<file path="config.mk">
export PLATFORM = sky130hd
export DESIGN_NAME = shbp_top
export DESIGN_NICKNAME = d
export VERILOG_FILES = /design/src/rtl/shbp_pkg.sv /design/src/rtl/shbp_index.sv /design/src/rtl/shbp_bit_table.sv /design/src/rtl/shbp_update_ctl.sv /design/src/rtl/shbp_top.sv
export SDC_FILE = /design/constraint.sdc
export NUM_CORES = 1
export LEC_CHECK = 0
export ABC_AREA = 0
export BUFFER_PORTS_ARGS = -buffer_cell sky130_fd_sc_hd__buf_2
export CAP_MARGIN = 20
export CORE_ASPECT_RATIO = 1.4
export CORE_MARGIN = 10
export CORE_UTILIZATION = 45
export DETAILED_ROUTE_END_ITERATION = 7
export PLACE_DENSITY = 0.6
export SLEW_MARGIN = 10
export SYNTH_ARGS = -nofsm -noshare
export SYNTH_HDL_FRONTEND = slang
export SYNTH_SLANG_ARGS = --single-unit
</file>
<file path="constraint.sdc">
create_clock -name clk -period 3.4 [get_ports clk]
set_clock_uncertainty 0.1 [all_clocks]
set_input_delay 0.17 -clock clk [delete_from_list [all_inputs] [get_ports clk]]
set_output_delay 0.17 -clock clk [all_outputs]
set_load 0.02 [all_outputs]
</file>
<file path="src/rtl/shbp_pkg.sv">
package shbp_pkg;

   typedef enum logic {
      CONF_WEAK   = 1'b0,
      CONF_STRONG = 1'b1
   } conf_e;

   typedef struct packed {
      logic  dir_we;
      logic  dir_val;
      logic  conf_we;
      conf_e conf_val;
   } upd_cmd_t;

   // Hysteresis rule applied to one resolved branch.
   function automatic upd_cmd_t shbp_decide(
      input logic  valid,
      input logic  cur_dir,
      input conf_e cur_conf,
      input logic  outcome
   );
      upd_cmd_t c;
      c.dir_we   = 1'b0;
      c.dir_val  = cur_dir;
      c.conf_we  = 1'b0;
      c.conf_val = cur_conf;
      if (valid) begin
         c.conf_we = 1'b1;
         if (cur_dir == outcome) begin
            c.conf_val = CONF_STRONG;
         end else if (cur_conf == CONF_STRONG) begin
            c.conf_val = CONF_WEAK;
         end else begin
            c.dir_we   = 1'b1;
            c.dir_val  = ~cur_dir;
            c.conf_val = CONF_STRONG;
         end
      end
      return c;
   endfunction

endpackage

</file>
<file path="src/rtl/shbp_index.sv">
module shbp_index #(
   parameter int PC_W       = 32,
   parameter int PC_LSB     = 2,
   parameter int DIR_IDX_W  = 8,
   parameter int CONF_IDX_W = 6
) (
   input  logic [PC_W-1:0]       pc,
   output logic [DIR_IDX_W-1:0]  dir_idx,
   output logic [CONF_IDX_W-1:0] conf_idx
);

   assign dir_idx = pc[PC_LSB +: DIR_IDX_W];

   generate
      if (CONF_IDX_W == DIR_IDX_W) begin : g_no_share
         assign conf_idx = dir_idx;
      end else begin : g_share
         assign conf_idx = dir_idx[DIR_IDX_W-1 -: CONF_IDX_W];
      end
   endgenerate

endmodule

</file>
<file path="src/rtl/shbp_bit_table.sv">
module shbp_bit_table #(
   parameter int   ENTRIES = 256,
   parameter int   IDX_W   = 8,
   parameter logic RST_VAL = 1'b0
) (
   input  logic               clk,
   input  logic               rst_n,
   input  logic [IDX_W-1:0]   rd_a_idx,
   output logic               rd_a,
   input  logic [IDX_W-1:0]   rd_b_idx,
   output logic               rd_b,
   input  logic               we,
   input  logic [IDX_W-1:0]   wr_idx,
   input  logic               wr_val,
   output logic [ENTRIES-1:0] bits
);

   generate
      for (genvar e = 0; e < ENTRIES; e++) begin : g_cell
         logic hit;
         assign hit = we && (wr_idx == IDX_W'(e));
         always_ff @(posedge clk) begin
            if (!rst_n)   bits[e] <= RST_VAL;
            else if (hit) bits[e] <= wr_val;
         end
      end
   endgenerate

   assign rd_a = bits[rd_a_idx];
   assign rd_b = bits[rd_b_idx];

endmodule

</file>
<file path="src/rtl/shbp_update_ctl.sv">
module shbp_update_ctl
   import shbp_pkg::*;
(
   input  logic     upd_valid,
   input  logic     upd_taken,
   input  logic     cur_dir,
   input  logic     cur_conf,
   output upd_cmd_t cmd
);

   conf_e conf_now;
   assign conf_now = conf_e'(cur_conf);
   assign cmd      = shbp_decide(upd_valid, cur_dir, conf_now, upd_taken);

endmodule

</file>
<file path="src/rtl/shbp_top.sv">
module shbp_top
   import shbp_pkg::*;
#(
   parameter int PC_W        = 32,
   parameter int PC_LSB      = 2,
   parameter int DIR_ENTRIES = 256,
   parameter int SHARE       = 4
) (
   input  logic            clk,
   input  logic            rst_n,
   input  logic [PC_W-1:0] lk_pc,
   output logic            pred_taken,
   output logic            pred_strong,
   input  logic            upd_valid,
   input  logic [PC_W-1:0] upd_pc,
   input  logic            upd_taken
);

   localparam int DIR_IDX_W    = $clog2(DIR_ENTRIES);
   localparam int SHARE_W      = $clog2(SHARE);
   localparam int CONF_ENTRIES = DIR_ENTRIES / SHARE;
   localparam int CONF_IDX_W   = DIR_IDX_W - SHARE_W;

   generate
      if ((1 << DIR_IDX_W) != DIR_ENTRIES || DIR_ENTRIES < 2) begin : g_bad_depth
         $error("DIR_ENTRIES must be a power of two of at least 2");
      end
      if ((1 << SHARE_W) != SHARE || SHARE >= DIR_ENTRIES) begin : g_bad_share
         $error("SHARE must be a power of two below DIR_ENTRIES");
      end
      if (PC_W < PC_LSB + DIR_IDX_W) begin : g_bad_pc
         $error("PC_W too narrow for index field");
      end
   endgenerate

   logic [DIR_IDX_W-1:0]    lk_dir_idx, up_dir_idx;
   logic [CONF_IDX_W-1:0]   lk_conf_idx, up_conf_idx;
   logic                    up_dir_cur, up_conf_cur;
   logic [DIR_ENTRIES-1:0]  dir_bits;
   logic [CONF_ENTRIES-1:0] conf_bits;
   upd_cmd_t                cmd;

   shbp_index #(
      .PC_W(PC_W), .PC_LSB(PC_LSB),
      .DIR_IDX_W(DIR_IDX_W), .CONF_IDX_W(CONF_IDX_W)
   ) u_lk_idx (
      .pc(lk_pc), .dir_idx(lk_dir_idx), .conf_idx(lk_conf_idx)
   );

   shbp_index #(
      .PC_W(PC_W), .PC_LSB(PC_LSB),
      .DIR_IDX_W(DIR_IDX_W), .CONF_IDX_W(CONF_IDX_W)
   ) u_up_idx (
      .pc(upd_pc), .dir_idx(up_dir_idx), .conf_idx(up_conf_idx)
   );

   shbp_bit_table #(
      .ENTRIES(DIR_ENTRIES), .IDX_W(DIR_IDX_W), .RST_VAL(1'b0)
   ) u_dir_tbl (
      .clk(clk), .rst_n(rst_n),
      .rd_a_idx(lk_dir_idx), .rd_a(pred_taken),
      .rd_b_idx(up_dir_idx), .rd_b(up_dir_cur),
      .we(cmd.dir_we), .wr_idx(up_dir_idx), .wr_val(cmd.dir_val),
      .bits(dir_bits)
   );

   shbp_bit_table #(
      .ENTRIES(CONF_ENTRIES), .IDX_W(CONF_IDX_W), .RST_VAL(1'b0)
   ) u_conf_tbl (
      .clk(clk), .rst_n(rst_n),
      .rd_a_idx(lk_conf_idx), .rd_a(pred_strong),
      .rd_b_idx(up_conf_idx), .rd_b(up_conf_cur),
      .we(cmd.conf_we), .wr_idx(up_conf_idx), .wr_val(cmd.conf_val),
      .bits(conf_bits)
   );

   shbp_update_ctl u_ctl (
      .upd_valid(upd_valid), .upd_taken(upd_taken),
      .cur_dir(up_dir_cur), .cur_conf(up_conf_cur),
      .cmd(cmd)
   );

endmodule

</file>
* Word level (Yosys, flattened, before mapping)
Index checks and enable logic that the tools add are counted.
** Cells by class
- Equality and inequality tests :: 319
- Bitwise operators :: 1
- Reduce and logical (&&, ||, !) cells :: 322
- Order comparisons :: 4
- Multiplexer cells :: 13
** Operator list (number)
- 8-bit equality test (second input constant) :: 128
- 8-bit by 7-bit equality test with 1-bit output (second input constant) :: 64
- 1-bit logical AND :: 320
- 8-bit by 6-bit equality test with 1-bit output (second input constant) :: 32
- 6-bit equality test (second input constant) :: 32
- 8-bit by 5-bit equality test with 1-bit output (second input constant) :: 16
- 6-bit by 5-bit equality test with 1-bit output (second input constant) :: 16
- 8-bit by 4-bit equality test with 1-bit output (second input constant) :: 8
- 6-bit by 4-bit equality test with 1-bit output (second input constant) :: 8
- 8-bit by 3-bit equality test with 1-bit output (second input constant) :: 4
- 6-bit by 3-bit equality test with 1-bit output (second input constant) :: 4
- 8-bit by 9-bit less-than comparator with 1-bit output (second input constant) :: 2
- 1-bit binary-select mux with 8-bit select :: 2
- 8-bit by 2-bit equality test with 1-bit output (second input constant) :: 2
- 6-bit by 7-bit less-than comparator with 1-bit output (second input constant) :: 2
- 1-bit binary-select mux with 6-bit select :: 2
- 6-bit by 2-bit equality test with 1-bit output (second input constant) :: 2
- 8-bit by 1-bit equality test with 1-bit output (second input constant) :: 1
- 8-bit zero test :: 1
- 6-bit by 1-bit equality test with 1-bit output (second input constant) :: 1
- 6-bit zero test :: 1
- 1-bit 2-to-1 mux :: 6
- 2-bit 2-to-1 mux :: 2
- 4-bit 2-to-1 mux :: 1
- 2 further kinds :: 2
** Word-level totals
- Output and inout bits :: 2
- Register bits :: 320
- Bits of input ports :: 68

* Depth between registers and ports, before layout
Gate-level depths: netlist (run 1).
- Depth in word-level cells :: 7
- Depth in mapped cells :: 14
- Depth with buffers taken out :: 8

* Modules after synthesis
A second synthesis (run 1) with hierarchy kept.
** Unflattened totals
- Cell total of the unflattened synthesis :: 2155
- Area total of the unflattened synthesis :: 19159.6 µm²
** By module, submodules not included
- shbp_bit_table at u_dir_tbl :: cells an instance 1699, instances 1, seq. area each 5124.9 µm², area an instance 14943.1 µm²
- shbp_bit_table at u_conf_tbl :: cells an instance 420, instances 1, seq. area each 1281.2 µm², area an instance 3936.3 µm²
- shbp_index :: cells an instance 14, instances 2, seq. area each 0.0 µm², area an instance 105.1 µm²
- shbp_update_ctl :: cells an instance 8, instances 1, seq. area each 0.0 µm², area an instance 70.1 µm²

* Worst setup path before layout (run 1)
OpenSTA, ideal clock, no wires.
- Path kind :: input port to output port
- Start point :: in lk_pc[2]
- End point :: out pred_taken
- Arrival :: 3104 ps
- Slack :: 26 ps
- Buffers on the path :: 2
- Cell stages on the path :: 6
- Cell sequence :: clkbuf_1 buf_1 mux4_2 mux4_2 mux4_2 mux4_2
** Between the ends
- Word-level cells in the longest chain between the ends :: 2
** RTL lines
- from (decl) :: line shbp_top.sv:11 : input logic [PC_W-1:0] lk_pc,
- 1-bit binary-select mux with 8-bit select :: line shbp_bit_table.sv:29 : assign rd_a = bits[rd_a_idx];
- 1-bit 2-to-1 mux (not written as such) :: line shbp_bit_table.sv:29
- to (decl) :: line shbp_top.sv:12 : output logic pred_taken,
No other way between the ends. The select of a mux whose other input is x is not followed.

* Final worst setup path (run 1)
- Start point :: reg u_conf_tbl.bits[19]
- End point :: reg u_dir_tbl.bits[220]
** Between the ends
- Word-level cells in the longest chain between the ends :: 6
** RTL lines
- from (decl) :: line shbp_bit_table.sv:15 : output logic [ENTRIES-1:0] bits
- from (signal, indexed assignment) :: line shbp_bit_table.sv:24 : else if (hit) bits[e] <= wr_val;
- 1-bit binary-select mux with 6-bit select * :: line shbp_bit_table.sv:30 : assign rd_b = bits[rd_b_idx];
- 1-bit 2-to-1 mux (not written as such) * :: line shbp_bit_table.sv:30
- 2-bit 2-to-1 mux * :: line shbp_pkg.sv:31 : end else if (cur_conf == CONF_STRONG) begin
- 2-bit 2-to-1 mux * :: line shbp_pkg.sv:29 : if (cur_dir == outcome) begin
- 4-bit 2-to-1 mux * :: line shbp_pkg.sv:27 : if (valid) begin
- 1-bit logical AND :: line shbp_bit_table.sv:21 : assign hit = we && (wr_idx == IDX_W'(e));
- to (signal, indexed assignment) :: line shbp_bit_table.sv:24
- to (decl) :: line shbp_bit_table.sv:15
Every way passes the cells marked *; elsewhere a longest branch is shown, timed or not. The select of a mux whose other input is x is not followed.
A chain may end at the register's enable or synchronous reset.

==> flow_metrics.env, run 1 <==
export IMPL_synthMuxAreaShare=0.2600
export IMPL_finalHoldViolCount=0
export IMPL_synth_fa_ha_area_frac=0
export IMPL_postSynthAreaPerCell_um2=10.83
export IMPL_synth_simple_area_share=0.04117
export IMPL_yosys_area_top_type="dfxtp_1"
export IMPL_syn_nets=1657
export IMPL_slew_viol_final=0
export IMPL_grt_max_degree=105
export IMPL_port_buffers=21
export IMPL_setup_slack_ps=47.51
export IMPL_fin_setup_tns_ps=0
export IMPL_end_kind="register"
export IMPL_synth_edff_count=0
export IMPL_worstMarginPinSlew_ps=1110
export IMPL_grt_ovfl_total=0
export IMPL_leakage_nw=5.942
export IMPL_htree_levels=2
export IMPL_ctsHoldBuffers=0
export IMPL_wirelength_mm=56.70
export IMPL_period_share=0.9860
export IMPL_slowest_stage="mux4_2"
export IMPL_drt_iter0_markers=1428
export IMPL_synthFlopType="dfxtp_1"
export IMPL_antenna_violating_nets_post_route=0
export IMPL_crit_family="multiplexers"
export IMPL_power_density_nw_per_um2=432.2
export IMPL_synthToLayoutAreaGrowth_pct=12.23
export IMPL_crit_fanout=75
export IMPL_hp_class="in -> reg"
export IMPL_worst_ep_required_time_ps=3700
export IMPL_cts_root_buf="clkbuf_16"
export IMPL_clk_pin_slew_ps=60
export IMPL_io_pins=70
export IMPL_track_usage=0.2393
export IMPL_die_w_um=185.2
export IMPL_synth_top_family_by_area="compound AO/OA/AOI/OAI gates"
export IMPL_drc=0
export IMPL_core_um2=37630
export IMPL_post_drt_wl_per_cell_um=27.70
export IMPL_synth_area_leaders="dfxtp_1, mux4_2, o311ai_1"
export IMPL_num_antenna_cells=0
export IMPL_arrival_ps=3650
export IMPL_path_cells="mux4_2 > mux4_2 > mux4_2 > nor3b_2 > o221ai_4 > buf_12 > o311ai_1 > o21ai_1"
export IMPL_layout_commonest_cell="dfxtp_1"
export IMPL_start_util=0.4572
export IMPL_slew_headroom=0.2601
export IMPL_rsz0062_at_grt="yes"
export IMPL_die_area_um2=46560
export IMPL_fmax_ghz=0.2983
export IMPL_finalPower_mw=8.344
export IMPL_final_nets=1617
export IMPL_max_cap_viol_count=0
export IMPL_critPathLaunchType="register"
export IMPL_clk_latency_ps=540
export IMPL_status="finished, final reports clean"
export IMPL_synth_async_reset_ratio=0
export IMPL_num_rows=84
export IMPL_grt_antenna_before_repair=0
export IMPL_layout_min_cycle_time_ps=3352
export IMPL_vdd_drop_max_mv=0.2738
export IMPL_synth_compound_area_frac=0.2792
export IMPL_synthCells=1589
export IMPL_ys_seq_area_frac=0.3724
export IMPL_layout_common_cells="dfxtp_1, o311ai_1, o21ai_1, mux4_2, nand2_1"
export IMPL_post_route_cells_drive_above_1_share=0.2268
export IMPL_grt_pass1_wl_mm=87.77
export IMPL_tritoncts="built"
export IMPL_synth_xor_area_frac=0
export IMPL_netlist_area_leader_share=0.3724
export IMPL_gp_congestion=0.9074
export IMPL_die_h_um=251.3
export IMPL_grt_pass1_vias=14520
export IMPL_yosysUniqueCellTypes=45
export IMPL_yosysWarnings=0
export IMPL_post_place_ws_ps=-295.3
export IMPL_setup_violations=0
export IMPL_drt_vias_per_instance=7.282
export IMPL_hpwl_mm=37.18
export IMPL_synth_cell_area_um2=17200
export IMPL_cts_buffers=35
export IMPL_criticalPathCategory="reg -> reg"
export IMPL_cts_setup_buffers=0
export IMPL_synth_seq_cells=320
export IMPL_drt_pass1_iter_count=6
export IMPL_cpPeakStageDelay_ps=540
export IMPL_crit_path_frequent_cell="mux4_2"
export IMPL_clock_path_buffers=3
export IMPL_timing_critical_path_buf_inv=1
export IMPL_vias=14910
export IMPL_clock_sinks=320
registers in the layout (all words and copies together), names as in the netlist:
signal and count:
u_dir_tbl.bits 256, u_conf_tbl.bits 64
routing by layer:
layer | GRT usage | wire (um)
met5 | 0 | 0
met4 | 0.1329 | 3213
met3 | 0.03681 | 3756
met2 | 0.4042 | 28480
met1 | 0.2837 | 21250
timing repair:
action	CTS	global route
setup endpoints to repair	0	30
gates resized for setup	0	5
endpoints found under the hold margin	0	0
kinds of logic (layout without fill, tap and decap cells):
logic type      after synthesis  count (layout)
mux                         226             226
simple gates                166             166
compound gates              682             682
buf+inv                     195             180
flops                       320             320
report_power, final:
group | leakage, nW | switching [mW] | internal (mW) | total [mW]
sequential | 2.58 | 0.00584 | 3.76 | 3.76
combinational | 2.81 | 0.528 | 0.232 | 0.760
clock | 0.555 | 1.59 | 2.23 | 3.82
total | 5.94 | 2.13 | 6.22 | 8.34
tightest hold or removal path, cell delays in order:
cell and delay [ps]:
buf_8 210, o211ai_1 160, o31ai_1 70
synth_stat cells (3+ instances only):
| cell | instances |
|---|---|
| o211ai_1 | 66 |
| buf_1 | 10 |
| nor2_1 | 24 |
| clkbuf_1 | 126 |
| nor3_1 | 8 |
| a21oi_1 | 6 |
| and2_1 | 3 |
| dfxtp_1 | 320 |
| buf_2 | 50 |
| o21ai_0 | 16 |
| o31ai_1 | 64 |
| mux2i_1 | 46 |
| o311ai_0 | 16 |
| nand2b_1 | 4 |
| nand3_1 | 15 |
| mux4_2 | 176 |
| inv_1 | 4 |
| o21ai_1 | 240 |
| nand2_1 | 99 |
| o311ai_1 | 240 |
| a22oi_1 | 14 |
| a31oi_1 | 4 |
| mux2_2 | 3 |
| nor2b_1 | 6 |
| buf_4 | 5 |
path summary, 6_finish.rpt:
check	from	end	slack, ps	cells after the start
min reg2reg	u_dir_tbl.bits[78]	u_dir_tbl.bits[78]	380	2
min	rst_n	u_conf_tbl.bits[19]	50	3
max	u_conf_tbl.bits[19]	u_dir_tbl.bits[220]	50	8
max reg2reg	u_conf_tbl.bits[19]	u_dir_tbl.bits[220]	50	8
cell type report:
| cell class | instances | area [um2] |
|---|---|---|
| inverter | 4 | 15.01 |
| sequential | 320 | 6406 |
| clock inverter | 7 | 68.82 |
| multi-input combinational | 1074 | 10030 |
| fill | 3357 | 18320 |
| timing repair buffer | 114 | 1127 |
| tap | 473 | 591.8 |
| clock buffer | 55 | 1064 |
through the flow:
step	cells	hold slack, ps	util	cell area (um2)
2_1_floorplan	1589	356.9	-	17200
5_1_grt	2047	101.8	0.5131	19300
3_3_place_gp	1985	363.7	0.4828	18170
6_report	2047	50.87	0.5131	19300
4_1_cts	2047	64.80	0.5129	19300
3_5_place_dp	1985	374.7	0.4828	18170
Power figures use the tool's default switching activity.
==> run 2: changes to the inputs <==
Settings changed: RECOVER_POWER from default to 50.
==> flow_metrics.env, run 2 (synthesized netlist as in run 1, its figures left out) <==
export IMPL_status="finished, final reports clean"
export IMPL_clock_path_buffers=3
export IMPL_cts_buffers=35
export IMPL_io_pins=70
export IMPL_criticalPathCategory="reg -> out"
export IMPL_dp_cells=1985
export IMPL_switching_share=0.2543
export IMPL_end_kind="primary output"
export IMPL_crit_path_frequent_cell="mux4_2"
export IMPL_timing_critical_path_buf_inv=1
export IMPL_post_route_cells_drive_above_1_share=0.2255
export IMPL_clk_pin_slew_ps=60
export IMPL_vdd_drop_max_mv=0.2736
export IMPL_final_nets=1617
export IMPL_cpPeakStageDelay_ps=540
export IMPL_start_util=0.4572
export IMPL_grt_pass1_vias=14520
export IMPL_fmax_ghz=0.2971
export IMPL_num_antenna_cells=0
export IMPL_dpl_cell_area_um2=18170
export IMPL_die_area_um2=46560
export IMPL_largest_register_ffs=256
export IMPL_hp_class="in -> reg"
export IMPL_leakage_nw=5.956
export IMPL_layout_commonest_cell="dfxtp_1"
export IMPL_grt_max_degree=105
export IMPL_arrival_ps=3100
export IMPL_slew_viol_final=0
export IMPL_crit_path_end="pred_taken"
export IMPL_core_um2=37630
export IMPL_setup_violations=0
export IMPL_reg2reg_from="u_dir_tbl.bits[175]"
export IMPL_antenna_violating_nets_post_route=0
export IMPL_max_cap_viol_count=0
export IMPL_track_usage=0.2393
export IMPL_layout_common_cells="dfxtp_1, o311ai_1, o21ai_1, mux4_2, nand2_1"
export IMPL_crit_fanout=3
export IMPL_vias=14820
export IMPL_tritoncts="built"
export IMPL_finalHoldViolCount=0
export IMPL_r2r_end="u_conf_tbl.bits[40]"
export IMPL_num_rows=84
export IMPL_slowest_stage="mux4_2"
export IMPL_htree_levels=2
export IMPL_p_switching_mw=2.120
export IMPL_ctsHoldBuffers=0
export IMPL_grt_ovfl_total=0
export IMPL_crit_start="u_dir_tbl.bits[35]"
export IMPL_setup_slack_ps=34.49
export IMPL_post_drt_wl_per_cell_um=27.69
export IMPL_die_w_um=185.2
export IMPL_cts_root_buf="clkbuf_16"
export IMPL_worst_ep_required_time_ps=3130
export IMPL_clock_sinks=320
export IMPL_drt_pass1_iter_count=7
export IMPL_slew_headroom=0.2645
export IMPL_power_frac_seq=0.451
export IMPL_die_h_um=251.3
export IMPL_final_core_util=0.5127
export IMPL_p_comb_frac=0.091
export IMPL_grt_antenna_before_repair=0
export IMPL_largest_register="u_dir_tbl.bits"
export IMPL_port_buffers=21
export IMPL_post_place_ws_ps=-295.3
export IMPL_cts_setup_buffers=0
export IMPL_reg2regPathDepth=9
export IMPL_clk_latency_ps=540
export IMPL_power_density_nw_per_um2=432.2
export IMPL_path_cells="mux4_2 > mux4_2 > mux4_2 > mux4_2 > buf_6"
export IMPL_hpwl_mm=37.18
export IMPL_p_int_mw=6.218
export IMPL_worstMarginPinSlew_ps=1103
export IMPL_critPathLaunchType="register"
export IMPL_drt_vias_per_instance=7.240
export IMPL_rsz0062_at_grt="yes"
export IMPL_cp_num_cells=5
export IMPL_drc=0
export IMPL_layout_min_cycle_time_ps=3366
export IMPL_crit_family="multiplexers"
export IMPL_period_share=0.9899
export IMPL_cts_resized=0
export IMPL_instances_no_fill=2047
export IMPL_synthToLayoutAreaGrowth_pct=12.15
export IMPL_gp_congestion=0.9074
export IMPL_stdcell_area_um2=19290
export IMPL_grt_pass1_wl_mm=87.77
export IMPL_nFillCells=3360
export IMPL_holdWs_ps=50.27
export IMPL_reg2reg_setup_slack_ps=50
export IMPL_drt_iter0_markers=1617
export IMPL_top_regs="u_dir_tbl.bits: 256 flops, u_conf_tbl.bits: 64 flops"
export IMPL_wirelength_mm=56.68
export IMPL_clock_power_share=0.458
-- run 2: changes by cell type in the layout (fill, tap and decap cells not counted) --
cell      delta
o21ai_0     +31
mux2i_1      +1
o21ai_1     -31
o311ai_1    -34
buf_2        -1
clkbuf_1     +1
o311ai_0    +34
mux2i_4      -1
-- run 2: worst min-delay path, delay by kind of cell --
family	cells	cell delay (ps)
buf+inv	1	210
compound gates	2	230
-- run 2: how the worst min path moves through the flow --
stage                     cells past startpoint                start  slack (ps)                   to
after floorplan                               2  u_dir_tbl.bits[102]         360  u_dir_tbl.bits[102]
after global placement                        2  u_dir_tbl.bits[235]         360  u_dir_tbl.bits[235]
after detailed placement                      2   u_dir_tbl.bits[62]         370   u_dir_tbl.bits[62]
after CTS                                     3                rst_n          60  u_conf_tbl.bits[19]
after global routing                          3                rst_n         100  u_conf_tbl.bits[19]
final                                         3                rst_n          50  u_conf_tbl.bits[19]
-- run 2: power by group through the flow --
stage                     clock (mW)  sequential, mW  combinational [mW]
after floorplan                    0            3.84               0.468
after global placement             0            3.85               0.744
after detailed placement           0            3.85               0.745
after CTS                       3.88            3.76               0.746
after global routing            4.01            3.76               0.789
final                           3.82            3.76               0.755
-- run 2: routing by layer --
metal	track usage	part of all wire	wire [um]
met5	0	0	0
met3	0.03681	0.070	3964
met1	0.2837	0.37	21000
met2	0.4042	0.50	28430
met4	0.1329	0.058	3281
-- run 2: final cells by class --
type	count	area, um2	area share
Multi-Input combinational cell	1074	10020	0.5194
Sequential cell	320	6406	0.3321
Clock inverter	7	68.82	0.003567
Clock buffer	55	1064	0.05513
Inverter	4	15.01	0.0007783
Timing Repair Buffer	114	1126	0.05837
Tap cell	473	591.8	0.03068
-- run 2: through the flow --
| stage | total power [mW] | TNS [ps] |
|---|---|---|
| floorplan | 4.312 | 0 |
| global placement | 4.590 | -61600 |
| detailed placement | 4.591 | -64130 |
| CTS | 8.383 | 0 |
| global route | 8.562 | -497.4 |
| finish | 8.338 | 0 |
